### config.mk
export PLATFORM = sky130hd
export DESIGN_NAME = dram_addr_mux
export DESIGN_NICKNAME = d
export VERILOG_FILES = /design/src/rtl/dam_pkg.sv /design/src/rtl/dam_cfg_sel.sv /design/src/rtl/dam_field_extract.sv /design/src/rtl/dam_out_reg.sv /design/src/rtl/dram_addr_mux.sv
export SDC_FILE = /design/constraint.sdc
export NUM_CORES = 1
export LEC_CHECK = 0
export BUFFER_PORTS_ARGS = -buffer_cell sky130_fd_sc_hd__buf_2
export CORE_MARGIN = 4
export CORE_UTILIZATION = 51
export DETAILED_ROUTE_END_ITERATION = 6
export HOLD_SLACK_MARGIN = 0.03
export MAX_ROUTING_LAYER = met4
export PLACE_DENSITY_LB_ADDON = 0.05
export SLEW_MARGIN = 25
export SYNTH_ARGS = -nofsm -noshare
export SYNTH_HDL_FRONTEND = slang
export SYNTH_SLANG_ARGS = --single-unit
### constraint.sdc
create_clock -name clk -period 2.68 [get_ports clk]
set_input_delay 0.134 -clock clk [delete_from_list [all_inputs] [get_ports clk]]
set_output_delay 0.134 -clock clk [all_outputs]
set_load 0.005 [all_outputs]
### src/rtl/dam_pkg.sv
package dam_pkg;

   typedef enum logic [2:0] {
      PH_IDLE = 3'd0,
      PH_ROW  = 3'd1,
      PH_COL  = 3'd2,
      PH_CMD  = 3'd3,
      PH_LMR  = 3'd4
   } phase_e;

   // Map a raw sequencer code onto a legal phase; unused codes act as idle.
   function automatic phase_e norm_phase(input logic [2:0] raw);
      phase_e p;
      case (raw)
         3'd1:    p = PH_ROW;
         3'd2:    p = PH_COL;
         3'd3:    p = PH_CMD;
         3'd4:    p = PH_LMR;
         default: p = PH_IDLE;
      endcase
      return p;
   endfunction

   // Phases during which the column/command indicator is raised.
   function automatic logic ind_for(input phase_e p);
      return (p == PH_COL) || (p == PH_CMD) || (p == PH_LMR);
   endfunction

endpackage

### src/rtl/dam_cfg_sel.sv
module dam_cfg_sel #(
   parameter int NUM_CS = 4,
   parameter int CS_W   = 2,
   parameter int CW_W   = 2
) (
   input  logic [CS_W-1:0]        cs_sel_i,
   input  logic [NUM_CS-1:0]      cfg_bypass_i,
   input  logic [NUM_CS*CW_W-1:0] cfg_colw_i,
   output logic                   bypass_o,
   output logic [CW_W-1:0]        colw_o
);

   if (NUM_CS < 1) begin : g_bad_cs
      $error("dam_cfg_sel: NUM_CS must be at least 1");
   end
   if ((1 << CS_W) < NUM_CS) begin : g_bad_csw
      $error("dam_cfg_sel: CS_W too narrow for NUM_CS");
   end

   logic [NUM_CS-1:0] hit;

   for (genvar i = 0; i < NUM_CS; i++) begin : g_hit
      assign hit[i] = (cs_sel_i == CS_W'(i));
   end

   // An index with no chip select behind it selects nothing: no bypass, narrowest column.
   always_comb begin
      bypass_o = 1'b0;
      colw_o   = '0;
      for (int i = 0; i < NUM_CS; i++) begin
         if (hit[i]) begin
            bypass_o = cfg_bypass_i[i];
            colw_o   = cfg_colw_i[i*CW_W +: CW_W];
         end
      end
   end

endmodule

### src/rtl/dam_field_extract.sv
module dam_field_extract #(
   parameter int ADDR_W   = 28,
   parameter int ADDR_LSB = 1,
   parameter int COL_MIN  = 8,
   parameter int NUM_W    = 4,
   parameter int ROW_W    = 13,
   parameter int CW_W     = 2
) (
   input  logic [ADDR_W-1:0] addr_i,
   input  logic [CW_W-1:0]   colw_i,
   output logic [ADDR_W-1:0] row_o,
   output logic [ADDR_W-1:0] col_o
);

   localparam int COL_MAX = COL_MIN + NUM_W - 1;

   if (ADDR_LSB + COL_MAX + ROW_W > ADDR_W) begin : g_bad_fit
      $error("dam_field_extract: row and column fields exceed ADDR_W");
   end
   if (COL_MIN < 1 || NUM_W < 1) begin : g_bad_col
      $error("dam_field_extract: column width range is empty");
   end

   logic [ADDR_W-1:0] col_v [NUM_W];
   logic [ADDR_W-1:0] row_v [NUM_W];

   // One extractor per legal column width; the row field sits right above it.
   for (genvar k = 0; k < NUM_W; k++) begin : g_width
      localparam int CB = COL_MIN + k;
      assign col_v[k] = ADDR_W'(addr_i[ADDR_LSB +: CB]);
      assign row_v[k] = ADDR_W'(addr_i[ADDR_LSB + CB +: ROW_W]);
   end

   // Codes beyond the range fall back to the widest column.
   always_comb begin
      col_o = col_v[NUM_W-1];
      row_o = row_v[NUM_W-1];
      for (int k = 0; k < NUM_W; k++) begin
         if (int'(colw_i) == k) begin
            col_o = col_v[k];
            row_o = row_v[k];
         end
      end
   end

endmodule

### src/rtl/dam_out_reg.sv
module dam_out_reg
   import dam_pkg::*;
#(
   parameter int ADDR_W = 28,
   parameter int MODE_W = 13
) (
   input  logic              clk,
   input  logic              rst_n,
   input  logic [2:0]        phase_i,
   input  logic              bypass_i,
   input  logic [ADDR_W-1:0] row_i,
   input  logic [ADDR_W-1:0] col_i,
   input  logic [ADDR_W-1:0] lin_i,
   input  logic [MODE_W-1:0] mode_i,
   output logic [ADDR_W-1:0] addr_o,
   output logic              ind_o
);

   if (MODE_W > ADDR_W || MODE_W < 1) begin : g_bad_mode
      $error("dam_out_reg: MODE_W must lie in 1..ADDR_W");
   end

   phase_e            ph_n;
   phase_e            phase_q;
   logic              chg;
   logic [ADDR_W-1:0] addr_n;

   assign ph_n = norm_phase(phase_i);
   assign chg  = (ph_n != phase_q);

   always_comb begin
      addr_n = addr_o;
      case (ph_n)
         PH_ROW:         addr_n = bypass_i ? lin_i : row_i;
         PH_COL, PH_CMD: addr_n = bypass_i ? lin_i : col_i;
         PH_LMR:         addr_n = ADDR_W'(mode_i);
         default:        addr_n = addr_o;
      endcase
   end

   always_ff @(posedge clk) begin
      if (!rst_n) begin
         phase_q <= PH_IDLE;
         addr_o  <= '0;
         ind_o   <= 1'b0;
      end else if (chg) begin
         phase_q <= ph_n;
         addr_o  <= addr_n;
         ind_o   <= ind_for(ph_n);
      end
   end

   a_r2_hold_without_change: assert property (@(posedge clk) disable iff (!rst_n)
      !chg |=> ($stable(addr_o) && $stable(ind_o)));

   a_r8_ind_low_on_row: assert property (@(posedge clk) disable iff (!rst_n)
      (chg && ph_n == PH_ROW) |=> !ind_o);

   a_r8_ind_high_on_col_cmd: assert property (@(posedge clk) disable iff (!rst_n)
      (chg && (ph_n == PH_COL || ph_n == PH_CMD)) |=> ind_o);

   a_r9_illegal_as_idle: assert property (@(posedge clk) disable iff (!rst_n)
      (phase_i > 3'd4 && phase_q != PH_IDLE) |=> (!ind_o && $stable(addr_o)));

   a_r7_mode_on_low_pins: assert property (@(posedge clk) disable iff (!rst_n)
      (chg && ph_n == PH_LMR) |=> (addr_o == ADDR_W'($past(mode_i)) && ind_o));

   a_r6_bypass_linear: assert property (@(posedge clk) disable iff (!rst_n)
      (chg && bypass_i && (ph_n == PH_ROW || ph_n == PH_COL || ph_n == PH_CMD))
      |=> (addr_o == $past(lin_i)));

   a_r1_reset_clears: assert property (@(posedge clk)
      !rst_n |=> (addr_o == '0 && !ind_o));

endmodule

### src/rtl/dram_addr_mux.sv
module dram_addr_mux #(
   parameter  int NUM_CS   = 4,
   parameter  int ADDR_W   = 28,
   parameter  int ADDR_LSB = 1,
   parameter  int COL_MIN  = 8,
   parameter  int COL_MAX  = 11,
   parameter  int ROW_W    = 13,
   parameter  int MODE_W   = 13,
   localparam int NUM_W    = COL_MAX - COL_MIN + 1,
   localparam int CW_W     = (NUM_W > 1) ? $clog2(NUM_W) : 1,
   localparam int CS_W     = (NUM_CS > 1) ? $clog2(NUM_CS) : 1
) (
   input  logic                   clk,
   input  logic                   rst_n,
   input  logic [2:0]             phase_i,
   input  logic [CS_W-1:0]        cs_sel_i,
   input  logic [ADDR_W-1:0]      byte_addr_i,
   input  logic [MODE_W-1:0]      mode_val_i,
   input  logic [NUM_CS-1:0]      cfg_bypass_i,
   input  logic [NUM_CS*CW_W-1:0] cfg_colw_i,
   output logic [ADDR_W-1:0]      mem_addr_o,
   output logic                   mux_ind_o
);

   if (COL_MAX < COL_MIN) begin : g_bad_range
      $error("dram_addr_mux: COL_MAX below COL_MIN");
   end

   logic              sel_bypass;
   logic [CW_W-1:0]   sel_colw;
   logic [ADDR_W-1:0] row_addr;
   logic [ADDR_W-1:0] col_addr;

   dam_cfg_sel #(
      .NUM_CS (NUM_CS),
      .CS_W   (CS_W),
      .CW_W   (CW_W)
   ) u_cfg (
      .cs_sel_i     (cs_sel_i),
      .cfg_bypass_i (cfg_bypass_i),
      .cfg_colw_i   (cfg_colw_i),
      .bypass_o     (sel_bypass),
      .colw_o       (sel_colw)
   );

   dam_field_extract #(
      .ADDR_W   (ADDR_W),
      .ADDR_LSB (ADDR_LSB),
      .COL_MIN  (COL_MIN),
      .NUM_W    (NUM_W),
      .ROW_W    (ROW_W),
      .CW_W     (CW_W)
   ) u_field (
      .addr_i (byte_addr_i),
      .colw_i (sel_colw),
      .row_o  (row_addr),
      .col_o  (col_addr)
   );

   dam_out_reg #(
      .ADDR_W (ADDR_W),
      .MODE_W (MODE_W)
   ) u_out (
      .clk      (clk),
      .rst_n    (rst_n),
      .phase_i  (phase_i),
      .bypass_i (sel_bypass),
      .row_i    (row_addr),
      .col_i    (col_addr),
      .lin_i    (byte_addr_i),
      .mode_i   (mode_val_i),
      .addr_o   (mem_addr_o),
      .ind_o    (mux_ind_o)
   );

   // the row field must start right where the selected column field ends.
   a_r10_row_above_col: assert property (@(posedge clk) disable iff (!rst_n)
      (!sel_bypass && int'(sel_colw) < NUM_W && phase_i == 3'd1)
      |-> (row_addr == ADDR_W'(((byte_addr_i >> ADDR_LSB) >> (COL_MIN + int'(sel_colw)))
                               & ((ADDR_W'(1) << ROW_W) - ADDR_W'(1)))));

endmodule

==> summary by stage, run 1 <==
Run status
The run finished with clean final reports.

Synthesis
For this run, the leading register cell type out of synthesis is sky130_fd_sc_hd__dfxtp_1. The cell type with the highest aggregate area in the netlist is sky130_fd_sc_hd__dfxtp_1. The proportion of netlist area held by the largest area contributor is 0.3092. The number of flops mapped to enable cells by yosys is 0.

The netlist area before placement is 0.002072 sq mm. Ranked by total cell area, the synthesized netlist is headed by sky130_fd_sc_hd__dfxtp_1 31%, sky130_fd_sc_hd__mux2i_1 6.3%, sky130_fd_sc_hd__a22oi_1 5.4%. The yosys synthesis warning count is 0. The number of instances in the synthesized netlist is 248. The distinct cell type count of the synthesized netlist is 43. After synthesis, the mean cell area works out to 8.355 sq um. In this run, synthesis produced a sequential element count of 32.

The number of nets in the synthesized netlist is 308. After synthesis, the share of flip-flops with an asynchronous set or reset is 0. Of the synthesized area, sequential elements account for 0.3092.

Timing
The clock period could shrink to 1.848 ns. The number of max-slew violations in the final report is 0. The pin slew with the least headroom to its limit is 0.7336 ns. Setup repair after global routing left no endpoint under its margin. The worst slew margin relative to its limit is 0.5109.

Between clock sinks in the finished design, the worst skew comes to 0.005117 ns. Adding up every negative setup slack in the final design gives 0 ns. The hold violation total from the final report is 0. The number of endpoints failing setup at the final stage is 0.

Static timing analysis puts the maximum clock frequency at 0.5411 GHz. The portion of the clock cycle consumed by the worst path in the final layout is 0.6895.

Detailed routing
The final routed wirelength across all metal layers is 6.048 mm. In the final routed layout, each cell accounts on average for 16.04 um. After detailed routing, the number of remaining DRC violations is 0.

The ratio of routed vias to standard cells is 5.926. After the first detailed-routing iteration, the DRC count stood at 127. The vias after detailed routing is 2234.

The number of routed nets with antenna violations is 0. Before antenna repair, the detailed router went through 5 iterations.

Min path
Counting instances, the worst hold path has a depth of 3. The source of the worst hold timing path is byte_addr_i[27]. In this run the worst hold path is classified as in2reg. The worst hold path terminates at u_out.addr_o[27].

Critical path
The signal arrival time at the worst endpoint is 2.02 ns. In this run the register-to-register setup slack is 0.83 ns. The type of element capturing the critical path is a flip-flop.

STA puts the critical path data required time at 2.85 ns. The kind of critical path is reg2reg. On the worst path, the slowest cell contributes a delay of 0.40 ns. The worst setup path is launched from a flip-flop. In this run the worst path has a maximum fanout of 21. The startpoint identified for the worst register-to-register timing path is u_out.phase_q[2]. The endpoint identified for the worst register-to-register timing path is u_out.addr_o[0].

The number of cells on the worst reg-to-reg path is 5. The critical path goes through or3b_1 -> a21o_1 -> and2_1 -> o21ai_0 -> o22ai_1. On the critical path, the stage with the largest delay is an instance of sky130_fd_sc_hd__and2_1.

CTS
In this run the deepest clock path goes through 2 buffers. Clock-pin slew was measured on the worst setup and hold paths at 0.07 ns. Once the clock tree was built, the resizer swapped 0 gates to a different size. The post-CTS setup buffer count is 0.

The number of H-tree levels is 2. The number of buffers created by CTS is 5. The cell at the root of the clock tree is sky130_fd_sc_hd__clkbuf_8. Clock tree synthesis found a total of 32 sinks.

The number of buffers added to fix hold violations after cts is 0. The clock latency at the later pin of the worst-skew pair is 0.28 ns. TritonCTS built the clock tree.

Die
The full die area is 0.005147 sq mm. For this configuration, the core starts out at a cell density of 0.5455. The height of the chip is 71.74 um.

The area of the core is 0.003799 sq mm. The die is 71.74 um wide. The initialized floorplan defines 22 standard-cell rows. In this run the count of I/O pins placed on the die edge is 89.

Global routing
The largest net degree at the start of global routing is 35. The number of antenna violations at the first check in global routing is 0. The via count of the first global-routing pass is 2066. The first-pass GRT wire length is 9.604 mm. In the global route stage, overall resource usage came out at 0.2369.

The leftover overflow at the end of global routing is 0.

Cells and area
The multi-input combinational cells in the finished layout cover a total of 0.001282 sq mm. Of the cells placed in the final design, the portion with a size suffix greater than 1 is 0.3404. The post-route non-filler standard cell count is 377. The sequential standard cell area is 640.6 sq um. 0 antenna diodes ended up in the layout. The number of nets in the layout is 388. The area added between synthesis and finish is 26.69%.

Counting the fill cells in the layout gives 340.

Place
After detailed placement, the design holds a cell count of 369. The weighted congestion reported at the end of routability-driven placement is 0.9783. The HPWL after detailed placement is 4.340 mm. The count of buffers added on input and output ports is 88.

Power and ir drop
The worst voltage drop across the vdd grid is 0.0005472 V. The leakage dissipation is 1.206 nW. The total power per unit cell area is 549.0 mW/mm^2.

Flow run
The number of max-capacitance violations reported is 0.
[through the flow]
stage	power, mW	setup slack, ns	utilization	hold slack (ns)	instance area [sq um]
after floorplan	0.8010	1.027	-	0.2783	2072
after global placement	0.9312	0.6699	0.6578	0.3956	2499
after detailed placement	0.9368	0.6037	0.6578	0.4020	2499
after CTS	1.441	0.8384	0.6910	0.1124	2625
after global routing	1.512	0.6512	0.6910	0.1269	2625
final	1.441	0.8321	0.6910	0.1132	2625
[how the worst max path moves through the flow]
stage	from	to	slack [ns]	depth (start not counted)
global route	u_out.phase_q[2]	u_out.addr_o[5]	0.65	5
global placement	cs_sel_i[0]	u_out.addr_o[10]	0.67	7
detailed placement	cs_sel_i[0]	u_out.addr_o[10]	0.60	7
floorplan	u_out.phase_q[0]	u_out.addr_o[13]	1.03	7
finish	u_out.phase_q[2]	u_out.addr_o[0]	0.83	5
CTS	u_out.phase_q[2]	u_out.addr_o[0]	0.84	5
[kinds of logic after synthesis]
family / Yosys count / synth area share
AO/OA/AOI/OAI: 90 / 0.3134
AND/OR/NAND/NOR: 78 / 0.2017
flip-flops: 32 / 0.3092
buffers and inverters: 30 / 0.07186
multiplexers: 16 / 0.09541
XOR/XNOR: 2 / 0.008456
[cell type report]
class                   instances  area share
flip-flops and latches         32      0.2440
clock buffers                   7     0.03670
repair buffers                 93      0.1821
clock inverters                 1     0.01144
inverters                      10     0.01430
well taps                      48     0.02288
multi-input cells             186      0.4886
[sequential cells by signal (all words and copies together) (netlist names)]
signal / flops
u_out.addr_o: 28
u_out.ind_o: 1
u_out.phase_q: 3
[synthesized netlist by cell type, drive strengths merged (2+ instances only)]
master	count
buf	12
nand2b	5
xor2	2
nor2	8
o21ai	29
inv	10
a21oi	5
a32oi	2
mux2i	13
nand2	26
or3b	2
o22ai	2
nor2b	17
and2	4
nand3	8
a221oi	15
clkbuf	8
a22oi	15
o211ai	12
mux4	3
dfxtp	32
and4	2
[critical path: cells and delay by family, from the launching register on]
kind	cells	cell delay [ns]
AND/OR/NAND/NOR	2	0.78
AO/OA/AOI/OAI	3	0.59
flip-flops	1	0.37
[report_power, final]
group,total (mW),internal [mW],leakage [nW],switching [mW]
registers,0.547,0.521,0.263,0.0265
logic,0.383,0.170,0.878,0.214
clock network,0.511,0.328,0.0645,0.183
[layout by cell type, fill, tap and decap left out, types with 2 or more instances in the layout]
cell,n
sky130_fd_sc_hd__mux2i_1,13
sky130_fd_sc_hd__nand2_1,25
sky130_fd_sc_hd__o22ai_1,2
sky130_fd_sc_hd__nand3_1,8
sky130_fd_sc_hd__buf_2,88
sky130_fd_sc_hd__a221oi_1,11
sky130_fd_sc_hd__o21ai_0,13
sky130_fd_sc_hd__a21oi_1,5
sky130_fd_sc_hd__nor2_1,8
sky130_fd_sc_hd__a221oi_2,4
sky130_fd_sc_hd__a32oi_1,2
sky130_fd_sc_hd__mux4_2,3
sky130_fd_sc_hd__and2_1,4
sky130_fd_sc_hd__inv_1,10
sky130_fd_sc_hd__o211ai_1,12
sky130_fd_sc_hd__nor2b_1,17
sky130_fd_sc_hd__buf_4,5
sky130_fd_sc_hd__nand2b_1,5
sky130_fd_sc_hd__xor2_1,2
sky130_fd_sc_hd__o21ai_1,16
sky130_fd_sc_hd__or3b_1,2
sky130_fd_sc_hd__dfxtp_1,32
sky130_fd_sc_hd__clkbuf_8,7
sky130_fd_sc_hd__a22oi_1,15
sky130_fd_sc_hd__and4_1,2
[routing by layer]
layer | global-route usage | vias up | routed length [um]
met3 | 0.04488 | 9 | 372
met2 | 0.3673 | 82 | 2913
li1 | - | 1090 | -
met5 | - | - | 0
met1 | 0.3160 | 1053 | 2706
met4 | 0.06263 | 0 | 56
(Power assumes the default switching activity.)
==> run 2, diff against run 1 <==
- CORE_UTILIZATION: 51 -> 48
- clock period: 2.68 -> 1.9 ns (I/O delays scaled with it)
==> summary by stage, run 2 (synthesis gave the netlist of run 1 again) <==
Die
The area of the core is 0.004086 sq mm. The initial core utilization is 0.5070. Measured along the y axis, the die boundary spans 73.70 um.

The I/O pin total is 89. The floorplan row count is 23. The floorplan step defined a die boundary enclosing 0.005432 sq mm. The die width is 73.70 um.

Cells and area
The area added between synthesis and finish is 28.62%. The flip-flop count of the largest register, all copies and words added is 28. The count of cells in the finished layout, fillers not included, comes to 383. The largest registers in the layout are u_out.addr_o: 28 flops, u_out.phase_q: 3 flops, u_out.ind_o: 1 flops. The share of post-route cells with drive strength above 1 is 0.3483. The commonest non-fill, non-tap cell in the layout is sky130_fd_sc_hd__buf_2. The number of nets in the layout is 392. Once layout is complete, the utilization of the core stands at 0.6522. The number of filler cells placed in the layout is 399. Leaving out fill and tap cells, the most frequent cells in the layout are 88 x sky130_fd_sc_hd__buf_2, 32 x sky130_fd_sc_hd__dfxtp_1, 25 x sky130_fd_sc_hd__nand2_1, 17 x sky130_fd_sc_hd__nor2b_1, 16 x sky130_fd_sc_hd__o21ai_1. The diode insertion count for antenna repair is 0. The register bank with the most flops is u_out.addr_o.

Power and ir drop
The switching part of the total is 0.3044. The share of total power dissipated in the clock network is 0.328. The worst voltage drop across the vdd grid is 0.0003883 V. The leakage dissipation is 1.226 nW. Of the total power, registers draw 0.388.

The total power per unit cell area is 746.4 mW/mm^2. The analysis attributes to net switching a power of 0.6056 mW. The internal power of the cells totals 1.384 mW. Of the total power, combinational logic draws 0.284.

Global routing
The via count of the first global-routing pass was 2154. In the global route stage, overall resource usage came out at 0.2353. For met1 alone, demand over resource in global routing was 0.3047.

The met2 track demand over resource in global routing is 0.3730. The number of antenna violations at the first check in global routing is 0. The global routing met3 resource utilization is 0.04788. The global routing stage identified its most utilized layer as met2. The largest net degree at the start of global routing is 34.

For this run the aggregate overflow at the end of global routing stands at 0. The first-pass GRT wire length is 9.811 mm.

Timing
Measured against its own limit, the worst slew margin works out to 0.6066. Derived from the worst setup path, the maximum achievable clock frequency is 0.5758 GHz. In the finished design, the share of the clock period the worst path needs comes to 0.9140. The number of endpoints failing setup at the final stage is 0. The hold violation total from the final report is 0. The number of max-slew violations in the final report was 0. The worst path setup slack after routing is 0.1633 ns. The shortest period the worst path allows is 1.737 ns. Setup repair after global routing left no endpoint under its margin. Across the routed clock network, the largest skew measured is 0.003109 ns. The post-route setup TNS is 0 ns.

The pin slew with the least headroom to its limit is 0.5900 ns.

Place
The worst slack at placement is 0.06634 ns. Routability-driven placement finished with a final weighted congestion of 0.8859. In this run the tool buffered the top-level ports with 88 buffer cells. After detailed placement, the design holds a cell count of 375. After legalization and detailed placement, the total HPWL measured 4.571 mm.

Detailed routing
The ratio of routed vias to standard cells is 5.864. In the final routed layout, each cell accounts on average for 16.12 um. The final routed wirelength across all metal layers is 6.173 mm. Once detail routing completed, the nets flagged for antenna violations numbered 0. The number of iterations in the first detailed-routing pass is 4.

For this run, design rule violations remaining after detail routing come to 0. For this block, the via count after detailed routing is 2246. The count of routing violations after the opening detailed-route iteration is 196.

Critical path
The critical path is of the reg2reg type. The critical path contains buffers and inverters numbering 0 combined. STA puts the critical path data arrival time at 1.92 ns.

The stage delay of the slowest cell on the critical path is 0.40 ns. Among cell families on the critical path, the largest total delay comes from simple AND/OR/NAND/NOR gates. The worst-path maximum fanout is 15. The critical path goes through or3b_1 -> a21o_1 -> and4_1 -> a22oi_1 -> nor2b_1. The critical path startpoint is u_out.phase_q[0]. STA puts the critical path data required time at 2.08 ns. The startpoint of the worst-slack reg-to-reg timing path is u_out.phase_q[0].

On the critical path, the stage with the largest delay is an instance of sky130_fd_sc_hd__or3b_1. The type of element capturing the critical path is a flip-flop. STA classifies the critical path startpoint as a flip-flop.

CTS
At the later pin of the worst-skew pair, clock insertion delay measures 0.29 ns. In this run, CTS created clock tree buffers numbering 5. Counting every sink on the clock net gives 32.

The number of H-tree levels is 2. The deepest clock path buffer count is 2. After clock tree synthesis, the clock-pin slew on the worst setup and hold paths is 0.07 ns.

TritonCTS built the clock tree. The post-CTS setup buffer count is 0. The cell at the root of the clock tree is sky130_fd_sc_hd__clkbuf_8.

Min path
In this run the most critical hold path is launched from byte_addr_i[27]. The min-delay analysis places its worst path in the category in2reg.

Run status
The run finished with clean final reports.

Flow run
The number of max-capacitance violations reported is 0.
## run 2: cell types whose count changed in the layout (fill, tap and decap cells not counted), sizes merged
cell    previous run  this run
buf               93        97
clkbuf             7         6
clkinv             0         1
## run 2: repair_timing
action | CTS | global route
hold buffers | 0 | 0
endpoints found under the hold margin | 0 | 0
endpoints found under the setup margin | 0 | 7
resized for setup | 0 | 1
## run 2: layer usage
layer | routed length (um) | vias to the layer above
li1 | - | 1104
met1 | 2697 | 1057
met2 | 2989 | 77
met3 | 401 | 8
met4 | 85 | 0
met5 | 0 | -
## run 2: through the flow
step                power, mW  instance area [sq um]  hold slack [ns]
floorplan               1.130                   2072           0.2393
global placement        1.338                   2556           0.3526
detailed placement      1.348                   2556           0.3622
CTS                     1.995                   2664          0.06538
global route            2.097                   2665          0.08062
finish                  1.989                   2665          0.06408
## run 2: cell type report
| type | count | area [sq um] | share of cell area |
|---|---|---|---|
| Multi-Input combinational cell | 186 | 1284 | 0.4817 |
| Sequential cell | 32 | 640.6 | 0.2404 |
| Timing Repair Buffer | 97 | 533.0 | 0.2000 |
| Clock buffer | 6 | 72.57 | 0.02723 |
| Tap cell | 50 | 62.56 | 0.02347 |
| Inverter | 10 | 37.54 | 0.01408 |
| Clock inverter | 2 | 35.03 | 0.01315 |
## run 2: worst register-to-register path, delay by kind of cell, from the launching register on
kind             cells  cell delay (ns)
AO/OA/AOI/OAI        2             0.43
flip-flops           1             0.34
AND/OR/NAND/NOR      3             0.86
## run 2: path summary, 6_finish.rpt
| path | endpoint | slack [ns] | depth (start not counted) |
|---|---|---|---|
| setup / recovery | u_out.addr_o[18] | 0.16 | 5 |
| setup reg to reg | u_out.addr_o[18] | 0.16 | 5 |
| hold reg to reg | u_out.addr_o[9] | 0.49 | 2 |
| hold / removal | u_out.addr_o[27] | 0.06 | 3 |
## run 2: power by group through the flow
stage	logic (mW)	registers [mW]	clock network, mW
3_3_place_gp	0.554	0.784	0
6_report	0.565	0.772	0.652
3_5_place_dp	0.562	0.786	0
4_1_cts	0.566	0.772	0.658
2_1_floorplan	0.341	0.789	0
5_1_grt	0.628	0.779	0.691
